File: src/rtl/ledcfg_pkg.sv
package ledcfg_pkg;

  typedef enum logic [1:0] {
    ENG_IDLE,
    ENG_RX,
    ENG_ACK,
    ENG_SKIP
  } eng_state_t;

  // Target address: upper six bits from the base, lowest bit from the strap.
  function automatic logic [6:0] target_addr(input logic [6:0] base, input logic sel);
    return {base[6:1], sel};
  endfunction

  // Pointer advance with wrap from the last register to zero.
  function automatic logic [7:0] next_ptr(input logic [7:0] p, input logic [7:0] last);
    return (p == last) ? 8'h00 : p + 8'h01;
  endfunction

  // Bits that carry meaning in each register; everything else is stored as 0.
  function automatic logic [7:0] field_mask(input logic [7:0] a);
    logic [7:0] rel;
    logic [7:0] m;
    rel = 8'h00;
    if (a == 8'd0)                    m = 8'h31;
    else if (a == 8'd1)               m = 8'h77;
    else if (a == 8'd2 || a == 8'd12) m = 8'hF7;
    else begin
      rel = (a < 8'd12) ? a - 8'd3 : a - 8'd13;
      m   = ((rel % 8'd3) == 8'd2) ? 8'h0F : 8'h7F;
    end
    return m;
  endfunction

endpackage

File: src/rtl/ledcfg_line_filter.sv
module ledcfg_line_filter #(
  parameter int   STAGES   = 2,
  parameter logic IDLE_VAL = 1'b1
) (
  input  logic clk,
  input  logic rst_n,
  input  logic pin,
  output logic level
);

  logic [STAGES-1:0] sync_q;
  logic              agree;

  assign agree = (sync_q[STAGES-1] == sync_q[STAGES-2]);

  always_ff @(posedge clk) begin
    if (!rst_n) begin
      sync_q <= {STAGES{IDLE_VAL}};
      level  <= IDLE_VAL;
    end else begin
      sync_q <= {sync_q[STAGES-2:0], pin};
      if (agree) level <= sync_q[STAGES-1];
    end
  end

endmodule

File: src/rtl/ledcfg_wr_engine.sv
module ledcfg_wr_engine
  import ledcfg_pkg::*;
#(
  parameter int         NUM_REGS  = 22,
  parameter logic [6:0] BASE_ADDR = 7'h1A
) (
  input  logic       clk,
  input  logic       rst_n,
  input  logic       addr_sel,
  input  logic       scl_f,
  input  logic       sda_f,
  output logic       sda_pull,
  output logic       wr_en,
  output logic [7:0] wr_addr,
  output logic [7:0] wr_data
);

  localparam logic [7:0] LAST_PTR = 8'(NUM_REGS - 1);
  localparam logic [7:0] PTR_END  = 8'(NUM_REGS);

  eng_state_t state;
  logic [2:0] bit_cnt;
  logic [6:0] shreg;
  logic       addr_phase;
  logic       ptr_valid;
  logic       ack_pend;
  logic [7:0] ptr;
  logic       scl_d, sda_d;

  // named internal events
  logic       scl_rise, scl_fall, start_det, stop_det, byte_done, addr_ok;
  logic [7:0] rx_byte;

  assign scl_rise  = scl_f & ~scl_d;
  assign scl_fall  = ~scl_f & scl_d;
  assign start_det = scl_f & scl_d & sda_d & ~sda_f;
  assign stop_det  = scl_f & scl_d & ~sda_d & sda_f;
  assign rx_byte   = {shreg, sda_f};
  assign byte_done = (state == ENG_RX) && scl_rise && (bit_cnt == 3'd7) && !ack_pend;
  assign addr_ok   = (rx_byte[7:1] == target_addr(BASE_ADDR, addr_sel)) && !rx_byte[0];

  assign wr_en   = byte_done && !addr_phase && ptr_valid && (ptr < PTR_END);
  assign wr_addr = ptr;
  assign wr_data = rx_byte;

  always_ff @(posedge clk) begin
    if (!rst_n) begin
      scl_d <= 1'b1;
      sda_d <= 1'b1;
    end else begin
      scl_d <= scl_f;
      sda_d <= sda_f;
    end
  end

  always_ff @(posedge clk) begin
    if (!rst_n) begin
      state      <= ENG_IDLE;
      bit_cnt    <= 3'd0;
      shreg      <= 7'd0;
      addr_phase <= 1'b1;
      ptr_valid  <= 1'b0;
      ack_pend   <= 1'b0;
      ptr        <= 8'h00;
      sda_pull   <= 1'b0;
    end else if (start_det) begin
      state      <= ENG_RX;
      bit_cnt    <= 3'd0;
      addr_phase <= 1'b1;
      ptr_valid  <= 1'b0;
      ack_pend   <= 1'b0;
      sda_pull   <= 1'b0;
    end else if (stop_det) begin
      state    <= ENG_IDLE;
      ack_pend <= 1'b0;
      sda_pull <= 1'b0;
    end else begin
      case (state)
        ENG_RX: begin
          if (scl_rise && !ack_pend) begin
            shreg   <= rx_byte[6:0];
            bit_cnt <= bit_cnt + 3'd1;
          end
          if (byte_done) begin
            if (addr_phase) begin
              addr_phase <= 1'b0;
              if (addr_ok) ack_pend <= 1'b1;
              else         state    <= ENG_SKIP;
            end else begin
              ack_pend <= 1'b1;
              if (!ptr_valid) begin
                ptr       <= rx_byte;
                ptr_valid <= 1'b1;
              end else begin
                ptr <= next_ptr(ptr, LAST_PTR);
              end
            end
          end
          if (ack_pend && scl_fall) begin
            sda_pull <= 1'b1;
            ack_pend <= 1'b0;
            state    <= ENG_ACK;
          end
        end
        ENG_ACK: begin
          if (scl_fall) begin
            sda_pull <= 1'b0;
            state    <= ENG_RX;
          end
        end
        default: ;
      endcase
    end
  end

  // the acknowledge is raised only while the clock is low
  assert_ack_rise_scl_low_R3: assert property (@(posedge clk) disable iff (!rst_n)
    $rose(sda_pull) |-> !scl_f);

  // a rejected transfer never drives the bus
  assert_skip_silent_R4: assert property (@(posedge clk) disable iff (!rst_n)
    (state == ENG_SKIP) |-> !sda_pull);

  // a write at the last register wraps the pointer to zero
  assert_ptr_wrap_R6: assert property (@(posedge clk) disable iff (!rst_n)
    (wr_en && ptr == LAST_PTR && !start_det && !stop_det) |=> (ptr == 8'h00));

endmodule

File: src/rtl/ledcfg_regfile.sv
module ledcfg_regfile
  import ledcfg_pkg::*;
#(
  parameter int NUM_REGS = 22
) (
  input  logic                  clk,
  input  logic                  rst_n,
  input  logic                  wr_en,
  input  logic [7:0]            wr_addr,
  input  logic [7:0]            wr_data,
  output logic [NUM_REGS*8-1:0] cfg_flat
);

  logic [7:0] q [NUM_REGS];
  logic       soft_clr;

  assign soft_clr = q[0][0];

  for (genvar i = 0; i < NUM_REGS; i++) begin : g_reg
    localparam logic [7:0] IDX  = 8'(i);
    localparam logic [7:0] MASK = field_mask(IDX);

    always_ff @(posedge clk) begin
      if (!rst_n)                        q[i] <= 8'h00;
      else if (soft_clr)                 q[i] <= 8'h00;
      else if (wr_en && wr_addr == IDX)  q[i] <= wr_data & MASK;
    end

    assign cfg_flat[8*i +: 8] = q[i];

    // bits outside the mask never hold a one
    assert_undef_zero_R7: assert property (@(posedge clk) disable iff (!rst_n)
      (q[i] & ~MASK) == 8'h00);
  end

  // the soft-reset bit empties the whole bank one cycle later
  assert_soft_clear_R10: assert property (@(posedge clk) disable iff (!rst_n)
    soft_clr |=> (cfg_flat == '0));

  // without a write or soft reset the bank holds
  assert_hold_R5: assert property (@(posedge clk) disable iff (!rst_n)
    (!wr_en && !soft_clr) |=> $stable(cfg_flat));

endmodule

File: src/rtl/ledcfg_i2c_target.sv
module ledcfg_i2c_target #(
  parameter int         NUM_REGS    = 22,
  parameter logic [6:0] BASE_ADDR   = 7'h1A,
  parameter int         SYNC_STAGES = 2
) (
  input  logic                  clk,
  input  logic                  rst_n,
  input  logic                  addr_sel,
  input  logic                  scl_in,
  input  logic                  sda_in,
  output logic                  sda_pull,
  output logic [NUM_REGS*8-1:0] cfg_regs
);

  logic       scl_f, sda_f;
  logic       wr_en;
  logic [7:0] wr_addr, wr_data;

  ledcfg_line_filter #(.STAGES(SYNC_STAGES), .IDLE_VAL(1'b1)) u_scl_filt (
    .clk(clk), .rst_n(rst_n), .pin(scl_in), .level(scl_f));

  ledcfg_line_filter #(.STAGES(SYNC_STAGES), .IDLE_VAL(1'b1)) u_sda_filt (
    .clk(clk), .rst_n(rst_n), .pin(sda_in), .level(sda_f));

  ledcfg_wr_engine #(.NUM_REGS(NUM_REGS), .BASE_ADDR(BASE_ADDR)) u_engine (
    .clk(clk), .rst_n(rst_n), .addr_sel(addr_sel), .scl_f(scl_f), .sda_f(sda_f),
    .sda_pull(sda_pull), .wr_en(wr_en), .wr_addr(wr_addr), .wr_data(wr_data));

  ledcfg_regfile #(.NUM_REGS(NUM_REGS)) u_regs (
    .clk(clk), .rst_n(rst_n), .wr_en(wr_en), .wr_addr(wr_addr), .wr_data(wr_data),
    .cfg_flat(cfg_regs));

  // nothing is stored and the bus is free while reset is held
  assert_reset_clear_R9: assert property (@(posedge clk)
    $past(!rst_n) && !rst_n |-> (cfg_regs == '0) && !sda_pull);

endmodule

File: config.mk
export PLATFORM = sky130hd
export DESIGN_NAME = ledcfg_i2c_target
export DESIGN_NICKNAME = d
export VERILOG_FILES = /design/src/rtl/ledcfg_pkg.sv /design/src/rtl/ledcfg_line_filter.sv /design/src/rtl/ledcfg_wr_engine.sv /design/src/rtl/ledcfg_regfile.sv /design/src/rtl/ledcfg_i2c_target.sv
export SDC_FILE = /design/constraint.sdc
export NUM_CORES = 1
export LEC_CHECK = 0
export ABC_AREA = 1
export BUFFER_PORTS_ARGS = -buffer_cell sky130_fd_sc_hd__buf_2
export CORE_MARGIN = 5
export CORE_UTILIZATION = 40
export CTS_CLUSTER_SIZE = 16
export DETAILED_ROUTE_END_ITERATION = 12
export GPL_ROUTABILITY_DRIVEN = 0
export GPL_TIMING_DRIVEN = 0
export PLACE_DENSITY = 0.6
export SLEW_MARGIN = 40
export SYNTH_ARGS = -nofsm -noshare
export SYNTH_HDL_FRONTEND = slang
export SYNTH_SLANG_ARGS = --single-unit
File: constraint.sdc
create_clock -name clk -period 5.35 [get_ports clk]
set_input_delay 1.07 -clock clk [delete_from_list [all_inputs] [get_ports clk]]
set_output_delay 1.07 -clock clk [all_outputs]
set_load 0.005 [all_outputs]
## After elaboration in Yosys (flattened, before gate mapping)

Memory sizes are Yosys's and may differ from the RTL's.
Index checks and enable logic that the tools add are counted.
W data, S select, Z words.

| storage, ports and cells | value |
|---|---|
| output and inout port bits | 177 |
| word-level logic and storage cells | 317 |
| memories kept | 1 |
| memory bits (writable) | 176 |
| flip-flop bits (word level) | 32 |

Memory list:

| name | depth | bits a word | read ports | clocked after memory_dff | write ports | RTL line | source |
|---|---|---|---|---|---|---|---|
| u_regs.q | 22 | 8 | 22 | 0 | 22 | ledcfg_regfile.sv:14 | `logic [7:0] q [NUM_REGS];` |

| cells by class | value |
|---|---|
| muxes and demuxes | 153 |
| reductions and logical operators | 49 |
| eq/ne operators | 37 |
| order comparisons | 1 |
| $add $sub $neg | 2 |
| bitwise operators | 59 |

Operators by type and width:

| operator | count |
|---|---|
| $mux W8 | 46 |
| $mux W1 | 100 |
| $eq A8 B4 Y1 const B | 8 |
| $eq A8 B5 Y1 const B | 6 |
| $or A1 B1 Y1 | 44 |
| $eq A8 B3 Y1 const B | 4 |
| $logic_and A1 B1 Y1 | 31 |
| $eq A8 B2 Y1 const B | 2 |
| $reduce_and A5 Y1 | 3 |
| $reduce_and A3 Y1 | 4 |
| $mux W2 | 5 |
| $ne A5 B2 Y1 const B | 2 |
| $add A8 B1 Y8 const B | 1 |
| $eq A8 B1 Y1 const B | 1 |
| $logic_not A8 Y1 | 1 |
| $lt A8 B5 Y1 const B | 1 |
| $not A1 Y1 | 8 |
| $reduce_and A4 Y1 | 2 |
| $and A1 B1 Y1 | 7 |
| $eq A7 B5 Y1 | 1 |
| $ne A3 B2 Y1 const B | 2 |
| $ne A3 B3 Y1 const B | 2 |
| $ne A5 B3 Y1 const B | 1 |
| $ne A4 B1 Y1 const B | 1 |
| other kinds (14) | 18 |

## Logic depth before layout (Yosys ltp)

Gate-level depths: netlist of the first run.

| depth | value |
|---|---|
| word-level depth | 14 |
| depth in mapped cells | 11 |

## By module

A second synthesis of the first run with hierarchy kept.

| unflattened totals | value |
|---|---|
| cells, all modules | 637 |
| area, all modules | 6,865.3 um2 |

By module, submodules not included:

| module | area each (um2) | cells each | instances |
|---|---|---|---|
| ledcfg_regfile | 5,287.6 | 417 | 1 |
| ledcfg_wr_engine | 1,370.1 | 192 | 1 |
| ledcfg_line_filter | 103.8 | 14 | 2 |

## Worst setup path before layout of the first run

OpenSTA, ideal clock, no wires.

| timing path | value |
|---|---|
| path type | input to register |
| from | input rst_n |
| to | memory u_regs.q[17][2], in the netlist u_regs.q[2][10] (enable) |
| setup slack | 2.689 ns |
| data arrival time | 2.280 ns |
| setup time | 0.381 ns |
| stages | 6 |
| path buffers | 0 |
| cells stage by stage | inv_2 -> nor2_1 -> inv_2 -> nor2_8 -> nand2_4 -> o21ai_0 |

RTL lines:

| element | RTL line | source |
|---|---|---|
| start, declared | ledcfg_i2c_target.sv:7 | `input logic rst_n,` |
| end, declared | ledcfg_regfile.sv:14 |  |

==> results of run 1 <==
## how the worst max path moves through the flow
stage	slack (ns)	from	cells past startpoint	end
2_1_floorplan	2.69	rst_n	6	u_regs.q[2][10]
3_3_place_gp	2.06	rst_n	7	u_regs.q[2][11]
3_5_place_dp	2.11	rst_n	7	u_regs.q[0][60]
4_1_cts	2.56	rst_n	7	u_regs.q[0][60]
5_1_grt	2.39	rst_n	8	u_regs.q[2][24]
6_report	2.55	rst_n	8	u_regs.q[0][22]
## flip-flops by register name, summed over array words and instances, names as in the netlist
register / cells
u_engine.bit_cnt: 3
u_engine.sda_d: 1
u_scl_filt.level: 1
u_sda_filt.level: 1
u_scl_filt.sync_q: 2
u_engine.scl_d: 1
u_sda_filt.sync_q: 2
u_engine.addr_phase: 1
u_engine.ack_pend: 1
u_regs.q: 131
u_engine.ptr_valid: 1
u_engine.wr_addr: 8
u_engine.sda_pull: 1
u_engine.shreg: 7
u_engine.state: 2
## stage by stage
| stage | std cells | util, % |
|---|---|---|
| 2_1_floorplan | 653 | - |
| 3_3_place_gp | 1018 | 46.6 |
| 3_5_place_dp | 1018 | 46.6 |
| 4_1_cts | 1050 | 50.2 |
| 5_1_grt | 1050 | 50.2 |
| 6_report | 1050 | 50.2 |
## power groups by stage
stage               Sequential (mW)  Clock (mW)  Combinational, mW
floorplan                      1.47           0              0.121
global placement               1.47           0              0.198
detailed placement             1.47           0              0.205
CTS                            1.45        1.33              0.205
global route                   1.45        1.37              0.233
finish                         1.44        1.31              0.206
## kinds of logic after synthesis
family,Yosys count,share of synthesized area [%]
simple gates,243,19.4
buf+inv,123,9.79
compound gates,67,4.90
xor+xnor,4,0.490
other cells,1,0.0524
flops,163,63.9
fa+ha+maj,8,1.40
## area by class of cell
type                    count  share of cell area [%]
plain buffers              79                    6.00
multi-input cells         367                    22.9
flip-flops and latches    163                    51.3
well taps                 229                    3.21
clock inverters            15                    2.36
clock buffers              17                    4.77
inverters                  44                    1.85
repair buffers            136                    7.63
## per-layer routing
| layer | routed length [µm] | share of wire, % | track usage (%) | vias to the layer above |
|---|---|---|---|---|
| li1 | - | - | - | 2401 |
| met2 | 8650 | 49 | 28.8 | 223 |
| met5 | 0 | 0 | 0 | - |
| met4 | 361 | 2.0 | 5.95 | 0 |
| met1 | 7340 | 42 | 22.0 | 2371 |
| met3 | 1320 | 7.5 | 3.86 | 28 |
## synth_stat cells, drive strengths merged (3+ instances only)
cell | number | area share [%]
edfxtp | 131 | 55
nor3 | 85 | 9.6
nor2 | 74 | 4.3
nand2 | 61 | 3.5
buf | 59 | 6.4
inv | 39 | 2.0
o21ai | 35 | 2.4
dfxtp | 32 | 9.0
a21oi | 25 | 1.7
clkbuf | 20 | 1.0
nand3 | 15 | 1.2
ha | 8 | 1.4
clkinv | 5 | 0.26
or2 | 4 | 0.35
o22ai | 3 | 0.26
xor2 | 3 | 0.37
## critical path, cell delays in order
cell and delay [ns]:
buf_2 0.16, inv_2 0.07, nor2_1 0.37, inv_2 0.13, nor2_8 0.22, nand2_4 0.09, buf_4 0.19, o21ai_1 0.54
==> impl_results.md, run 1 <==
- CP required: 5.40 ns
- Post-synth ARST share: 0%
- Postcts setup bufs: 0
- Avg Inst Size Synth: 11.7 µm²
- Post-synth EDFFs: 131
- Multi-input logic area: 2040 µm²
- Nets: 821
- Largest net degree at the start of global routing: 17
- Number of clock sinks: 163
- Grt ovf: 0
- Status: finished clean
- Vias in the first global route: 4,926
- Antenna violations before repair: 0
- Final worst-path setup slack: 2.55 ns
- Die width: 144 µm
- Die span in y: 144 µm
- Reg power frac: 48.8%
- NetSw: 0.628 mW
- Fin. max-slew vios: 0
- Overall Global Routing Usage: 17.2%
- Hold path start: u_engine.sda_pull
- Root Buffer: clkbuf_16
- TritonCTS clock tree: built
- Final Hold Viols: 0
- Synth warnings: 0
- Leak: 3.72 nW
- Post-route ant nets: 0
- N_diodes: 0
- Internal reg-to-reg setup slack: 2.78 ns
- Fill cells: 1,622
- Seq/Total Area, Yosys: 63.9%
- RSZ-0062 raised after global routing: false
- CTS hold repair buffers: 0
- FF-to-FF path depth: 11
- CP Max Fanout: 10
- Final-report setup violation count: 0
- Worst Tran Pin Value: 0.871 ns
- Crit end category: flop
- Mapped cell area: 7150 µm²
- Most frequent cells in the layout: buf_2 (138), edfxtp_1 (131), nor2_1 (70)
- DIE AREA: 20,700 µm²
- Max transition margin: 42.0%
- Primary FF master, synth: edfxtp_1
- R2r startpoint: u_engine.state[1]
- Core area: 17,800 µm²
- Clock share of power: 44.3%
- Post-CTS sizing: 0
- Worst-path clk slew: 0.06 ns
- 1st-iter DRT viols: 394
- Critical R2R Capture: u_regs.q[0][22]
- Tcrit/Tclk final: 52.3%
- H-tree Lvls: 4
- Commonest non-fill, non-tap cell in the layout: buf_2
- Dpl hpwl: 12,900 µm
- Synthesis-to-layout area growth: 24.7%
- Final hold slack: 0.447 ns
- Crit path launch type: primary input
- Pint: 2.33 mW
- Synth Instances: 609
- Max Cap Viol: 0
- Combinational group share of total power: 7.0%
- Drt wl/cell: 16.8 µm
- Kind of critical path: in2reg
- Clk buf depth: 2
- Achievable Freq: 0.357 GHz
- Switching share of power: 21.2%
- Clk Latency, worst-skew pair: 0.42 ns
- Top Ports: 182
- DR vias/cell: 4.78
- Unique masters post-synth: 37
- Worst Hold End: u_engine.sda_pull
- VDD IR max: 270 µV
- First-pass GRT wire length: 26,800 µm
- Total power draw: 2.96 mW
- CTS Buf Count: 17
- DR DRC count: 0
- Clock Skew: 0.0117 ns
- Critical Path AT: 2.85 ns
- Final wirelength: 17,700 µm
- Share of cells above drive strength 1: 36.1%
- Setup TNS: 0 ns
- Num rows: 49
- Power density over the cells: 332 nW/µm²
- FF+latch area: 4570 µm²
- Vias: 5,023
- Worst hold path depth: 2
- I/O Buffers: 136
- Yosys reg bits: 163
- Minimum clock period: 2.80 ns
- Place WS: 2.11 ns
- Cell area after placement: 8290 µm²
- Initial core utilization: 40.2%
- Pre-antenna DRT Iters: 6
- Worst Hold Class: reg2reg
- Final instance area: 8920 µm²
(Power assumes the default switching activity.)
==> inputs of run 2 (changes only) <==
Settings changed: PLACE_DENSITY 0.6 to 0.62.
Clock period 5.35 ns to 2.3 ns, I/O delays scaled along.
==> impl_results.md, run 2 (synthesis gave the netlist of run 1 again) <==
- Die width: 144 µm (unchanged)
- Worst path bufs/invs: 2 (-2)
- Clock Skew: 0.00767 ns (-0.00402 ns)
- DIE AREA: 20,700 µm² (unchanged)
- Max FFs per register: 131 (unchanged)
- Critical Path, Cell by Cell: nor2_1, inv_2, nor2_8, nand2_4, buf_6, o21ai_4
- Max Cap Viol: 0 (unchanged)
- Worst Tran Pin Value: 0.808 ns (-0.0624 ns)
- Die span in y: 144 µm (unchanged)
- Final wirelength: 17,500 µm (-0.67%)
- N_diodes: 0 (unchanged)
- CP Max Fanout: 10 (unchanged)
- Share of cells above drive strength 1: 38.6% (+2.5 points)
- Total power draw: 6.54 mW (+120%)
- Worst-path clk slew: 0.06 ns (about the same)
- Final instance area: 8990 µm² (+0.79%)
- Post-route ant nets: 0 (unchanged)
- Critical Path AT: 2.31 ns (-0.54 ns)
- CP max-delay cell: nor2_1
- 1st-iter DRT viols: 478 (+21%)
- Internal reg-to-reg setup slack: 0.09 ns (-2.69 ns)
- Vias: 5,017 (-0.12%)
- Core area: 17,800 µm² (unchanged)
- Num rows: 49 (unchanged)
- Most frequent cells in the layout: buf_2 (138), edfxtp_1 (131), nor2_1 (69)
- Worst hold path depth: 2 (unchanged)
- Power density over the cells: 728 nW/µm² (+120%)
- Dpl cells: 1,018 (unchanged)
- Drt wl/cell: 16.7 µm (-0.76%)
- FF-to-FF path depth: 6 (-5)
- Crit-path max cell delay: 0.54 ns (about the same)
- Fill cells: 1,627 (+0.31%)
- Commonest non-fill, non-tap cell in the layout: buf_2
- I/O Buffers: 136 (unchanged)
- Vias in the first global route: 4,824 (-2.1%)
- Status: finished clean
- Initial core utilization: 40.2% (unchanged)
- H-tree Lvls: 4 (unchanged)
- Final worst-path setup slack: 0.0938 ns (-2.46 ns)
- Achievable Freq: 0.453 GHz
- Tcrit/Tclk final: 95.9%
- TritonCTS clock tree: built
- First-pass GRT wire length: 26,800 µm (unchanged)
- Place WS: -0.347 ns (-2.46 ns)
- Nets: 823 (+0.24%)
- Synthesis-to-layout area growth: 25.7%
- Worst Hold Class: in2reg
- Hold path start: scl_in
- Pre-antenna DRT Iters: 5 (-1)
- R2r startpoint: u_regs.q[0][0]
- Cell area after placement: 8290 µm² (unchanged)
- Clk Latency, worst-skew pair: 0.43 ns (about the same)
- Dpl hpwl: 12,700 µm (-1.6%)
- RSZ-0062 raised after global routing: true
- Fin. max-slew vios: 0 (unchanged)
- Antenna violations before repair: 0 (unchanged)
- Leak: 3.71 nW (-0.23%)
- CP required: 2.41 ns (-2.99 ns)
- CTS Buf Count: 17 (unchanged)
- Critical R2R Capture: u_regs.q[2][35]
- Overall Global Routing Usage: 17.2% (about the same)
- Max transition margin: 46.1% (+4.2 points)
- Non-filler cells, final: 1,051 (+0.095%)
- Grt ovf: 0 (unchanged)
- Final hold slack: 0.219 ns (-0.228 ns)
- Root Buffer: clkbuf_16
- FF+latch area: 4570 µm² (unchanged)
- Final-report setup violation count: 0 (unchanged)
- DR vias/cell: 4.77 (-0.21%)
- Number of clock sinks: 163 (unchanged)
- Final Hold Viols: 0 (unchanged)
- Largest Register: u_regs.q
- Crit path launch type: flop
- Clk buf depth: 2 (unchanged)
- Kind of cell adding the most delay to the critical path: simple AND/OR/NAND/NOR gates
- Largest net degree at the start of global routing: 17 (unchanged)
- DR DRC count: 0 (unchanged)
- Top Ports: 182 (unchanged)
- Multi-input logic area: 2180 µm² (+6.7%)
- Minimum clock period: 2.21 ns
- Crit end category: flop
- VDD IR max: 539 µV (+100%)
- Worst Hold End: u_scl_filt.sync_q[0]
- Kind of critical path: reg2reg
run 2: cell count changes in the layout (fill, tap and decap cells not counted), sizes merged:
cell and delta:
clkinvlp +1, bufinv -3, buf +2, inv -1, clkbuf +3, clkinv -1
run 2: final cells by class:
type	count	area share, %
clock buffers	20	4.86
multi-input cells	367	24.3
clock inverters	11	1.25
plain buffers	78	5.93
well taps	229	3.19
inverters	44	1.84
flip-flops and latches	163	50.9
repair buffers	139	7.82
run 2: through the flow:
step / utilization (%) / setup TNS [ns]
3_5_place_dp: 46.6 / -17.13
4_1_cts: 50.2 / 0
2_1_floorplan: - / 0
5_1_grt: 50.6 / -0.952
6_report: 50.6 / 0
3_3_place_gp: 46.6 / -20.21
run 2: metal layers:
metal | track usage, % | vias up | share of wire, %
met1 | 23.1 | 2358 | 42
met4 | 5.40 | 0 | 1.6
li1 | - | 2415 | -
met3 | 4.43 | 22 | 8.7
met5 | 0 | - | 0
met2 | 27.3 | 222 | 47
run 2: worst reg2reg max path, cell delays in order, from the launching register on:
cell and delay [ns]:
edfxtp_1 0.43, nor2_1 0.54, inv_2 0.16, nor2_8 0.20, nand2_4 0.12, buf_6 0.19, o21ai_4 0.25
run 2: worst max path at each step:
stage / startpoint / end / slack [ns] / cells past startpoint
6_report: u_regs.q[0][0] / u_regs.q[2][35] / 0.09 / 6
4_1_cts: u_engine.state[1] / u_regs.q[0][32] / 0.01 / 11
3_5_place_dp: rst_n / u_regs.q[0][34] / -0.35 / 8
2_1_floorplan: u_engine.state[1] / u_regs.q[2][10] / 0.07 / 10
3_3_place_gp: rst_n / u_regs.q[2][2] / -0.47 / 7
5_1_grt: u_engine.state[1] / u_regs.q[2][32] / -0.04 / 11
run 2: where the power goes:
group / switching [mW] / internal [mW]
clock network: 1.11 / 1.58
registers: 0.0482 / 3.31
logic: 0.282 / 0.211
total: 1.44 / 5.10
run 2: timing repair:
action                                 4_1_cts  5_1_grt
pin swaps                                    0        2
endpoints found under the hold margin        0        0
setup endpoints to repair                   81      131
buffers inserted                             0        3
resized for setup                           21       12
hold buffers                                 0        0
==> inputs of run 3 (changes only) <==
Settings changed: CORE_ASPECT_RATIO set to 0.8, SLEW_MARGIN 40 to 10.
==> impl_results.md, run 3 (synthesis gave the netlist of run 1 again) <==
- Critical Path AT: 2.28 ns (-0.03 ns)
- CTS Buf Count: 17 (unchanged)
- Place WS: -0.393 ns (-0.0456 ns)
- Vias: 5,001 (-0.32%)
- Vias in the first global route: 4,828 (+0.083%)
- Clock Skew: 0.00803 ns (+0.000364 ns)
- Pre-antenna DRT Iters: 5 (unchanged)
- Status: finished clean
- Clk Latency, worst-skew pair: 0.42 ns (about the same)
- Tcrit/Tclk final: 95.1% (-0.83 points)
- Util after Layout: 51.7% (+1.1 points)
- Leak: 3.72 nW (+0.15%)
- Max FFs per register: 131 (unchanged)
- H-tree Lvls: 4 (unchanged)
- Die width: 160 µm (+11%)
- Minimum clock period: 2.19 ns (-0.0191 ns)
- Num rows: 43 (-12%)
- Final hold slack: 0.230 ns (+0.0106 ns)
- N_diodes: 0 (unchanged)
- Power density over the cells: 740 nW/µm² (+1.7%)
- Final Hold Viols: 0 (unchanged)
- Final worst-path setup slack: 0.113 ns (+0.0191 ns)
- Setup TNS: 0 ns (unchanged)
- Largest Register: u_regs.q
- Number of clock sinks: 163 (unchanged)
- Nets: 822 (-0.12%)
- Antenna violations before repair: 0 (unchanged)
- Overall Global Routing Usage: 16.9% (-0.28 points)
- Grt ovf: 0 (unchanged)
- Kind of critical path: reg2reg
- 1st-iter DRT viols: 330 (-31%)
- Most frequent cells in the layout: buf_2 (138), edfxtp_1 (131), nor2_1 (69)
- Die span in y: 130 µm (-9.8%)
- Share of cells above drive strength 1: 38.9% (+0.36 points)
- Top Ports: 182 (unchanged)
- Cell area after placement: 8280 µm² (about the same)
- Crit path launch type: flop
- Crit end category: flop
- Initial core utilization: 41.0% (+0.80 points)
- Worst-path clk slew: 0.06 ns (about the same)
- Max Cap Viol: 0 (unchanged)
- DR DRC count: 0 (unchanged)
- Worst Tran Pin Value: 0.876 ns (+0.0676 ns)
- CP Max Fanout: 10 (unchanged)
- DIE AREA: 20,700 µm² (about the same)
- Final-report setup violation count: 0 (unchanged)
- CP required: 2.39 ns (-0.02 ns)
- Final instance area: 9020 µm² (+0.26%)
- Commonest non-fill, non-tap cell in the layout: buf_2
- Core area: 17,400 µm² (-2.0%)
- DR vias/cell: 4.78 (about the same)
- TritonCTS clock tree: built
- Final wirelength: 17,700 µm (+0.74%)
- Fin. max-slew vios: 0 (unchanged)
- First-pass GRT wire length: 27,000 µm (+0.70%)
- Max transition margin: 41.6% (-4.5 points)
- Achievable Freq: 0.457 GHz (+0.87%)
- VDD IR max: 421 µV (-22%)
- RSZ-0062 raised after global routing: true
- Post-route ant nets: 0 (unchanged)
- I/O Buffers: 136 (unchanged)
- Worst Hold Class: in2reg
- Synthesis-to-layout area growth: 26.0%
- Clk buf depth: 2 (unchanged)
- CTS hold repair buffers: 0 (unchanged)
- Drt wl/cell: 16.9 µm (+1.1%)
- Root Buffer: clkbuf_16
- Dpl hpwl: 12,700 µm (-0.20%)
- Largest net degree at the start of global routing: 17 (unchanged)
==> run 3: cell type report <==
class	count	area, µm²
Multi-Input combinational cell	367	2170
Buffer	78	539
Tap cell	225	282
Timing Repair Buffer	138	696
Clock buffer	21	460
Inverter	44	165
Clock inverter	11	128
Fill cell	1549	8420
Sequential cell	163	4570
==> run 3: timing repair <==
action,in CTS,in global routing
resized for setup,18,20
setup buffers,0,2
endpoints found under the setup margin,84,123
pin swaps,0,4
==> run 3: worst paths after layout <==
check / from / to / slack (ns) / cells after the start
hold reg to reg: u_sda_filt.sync_q[0] / u_sda_filt.sync_q[1] / 0.44 / 2
setup / recovery: u_engine.state[1] / u_regs.q[2][25] / 0.11 / 11
setup reg to reg: u_engine.state[1] / u_regs.q[2][25] / 0.11 / 11
hold / removal: scl_in / u_scl_filt.sync_q[0] / 0.23 / 2
==> run 3: metrics by stage <==
| step | power [mW] | cells |
|---|---|---|
| 6_report | 6.67 | 1047 |
| 3_3_place_gp | 3.90 | 1014 |
| 5_1_grt | 6.89 | 1047 |
| 2_1_floorplan | 3.71 | 653 |
| 3_5_place_dp | 3.90 | 1014 |
| 4_1_cts | 6.70 | 1046 |
==> run 3: metal layers <==
metal  up-vias  global-route usage [%]  part of all wire, %
met1      2320                    24.9                   47
met4         0                    5.12                  1.7
met2       240                    24.3                   43
met5         -                       0                    0
li1       2420                       -                    -
met3        21                    4.71                  8.9
==> run 3: worst max-delay path, stage by stage, from the launching register on <==
cell     delay [ns]
dfxtp_1        0.31
inv_1          0.08
ha_2           0.17
inv_1          0.05
nor2_2         0.11
nand3_2        0.13
inv_2          0.11
nand3_4        0.12
nor2_8         0.23
nand2_8        0.11
buf_12         0.17
o21ai_4        0.28
==> run 3: power by group <==
| group | internal [mW] | leakage (nW) | total [mW] | switching (mW) |
|---|---|---|---|---|
| clock | 1.67 | 0.286 | 2.81 | 1.14 |
| sequential | 3.31 | 1.66 | 3.36 | 0.0499 |
| combinational | 0.211 | 1.77 | 0.500 | 0.289 |
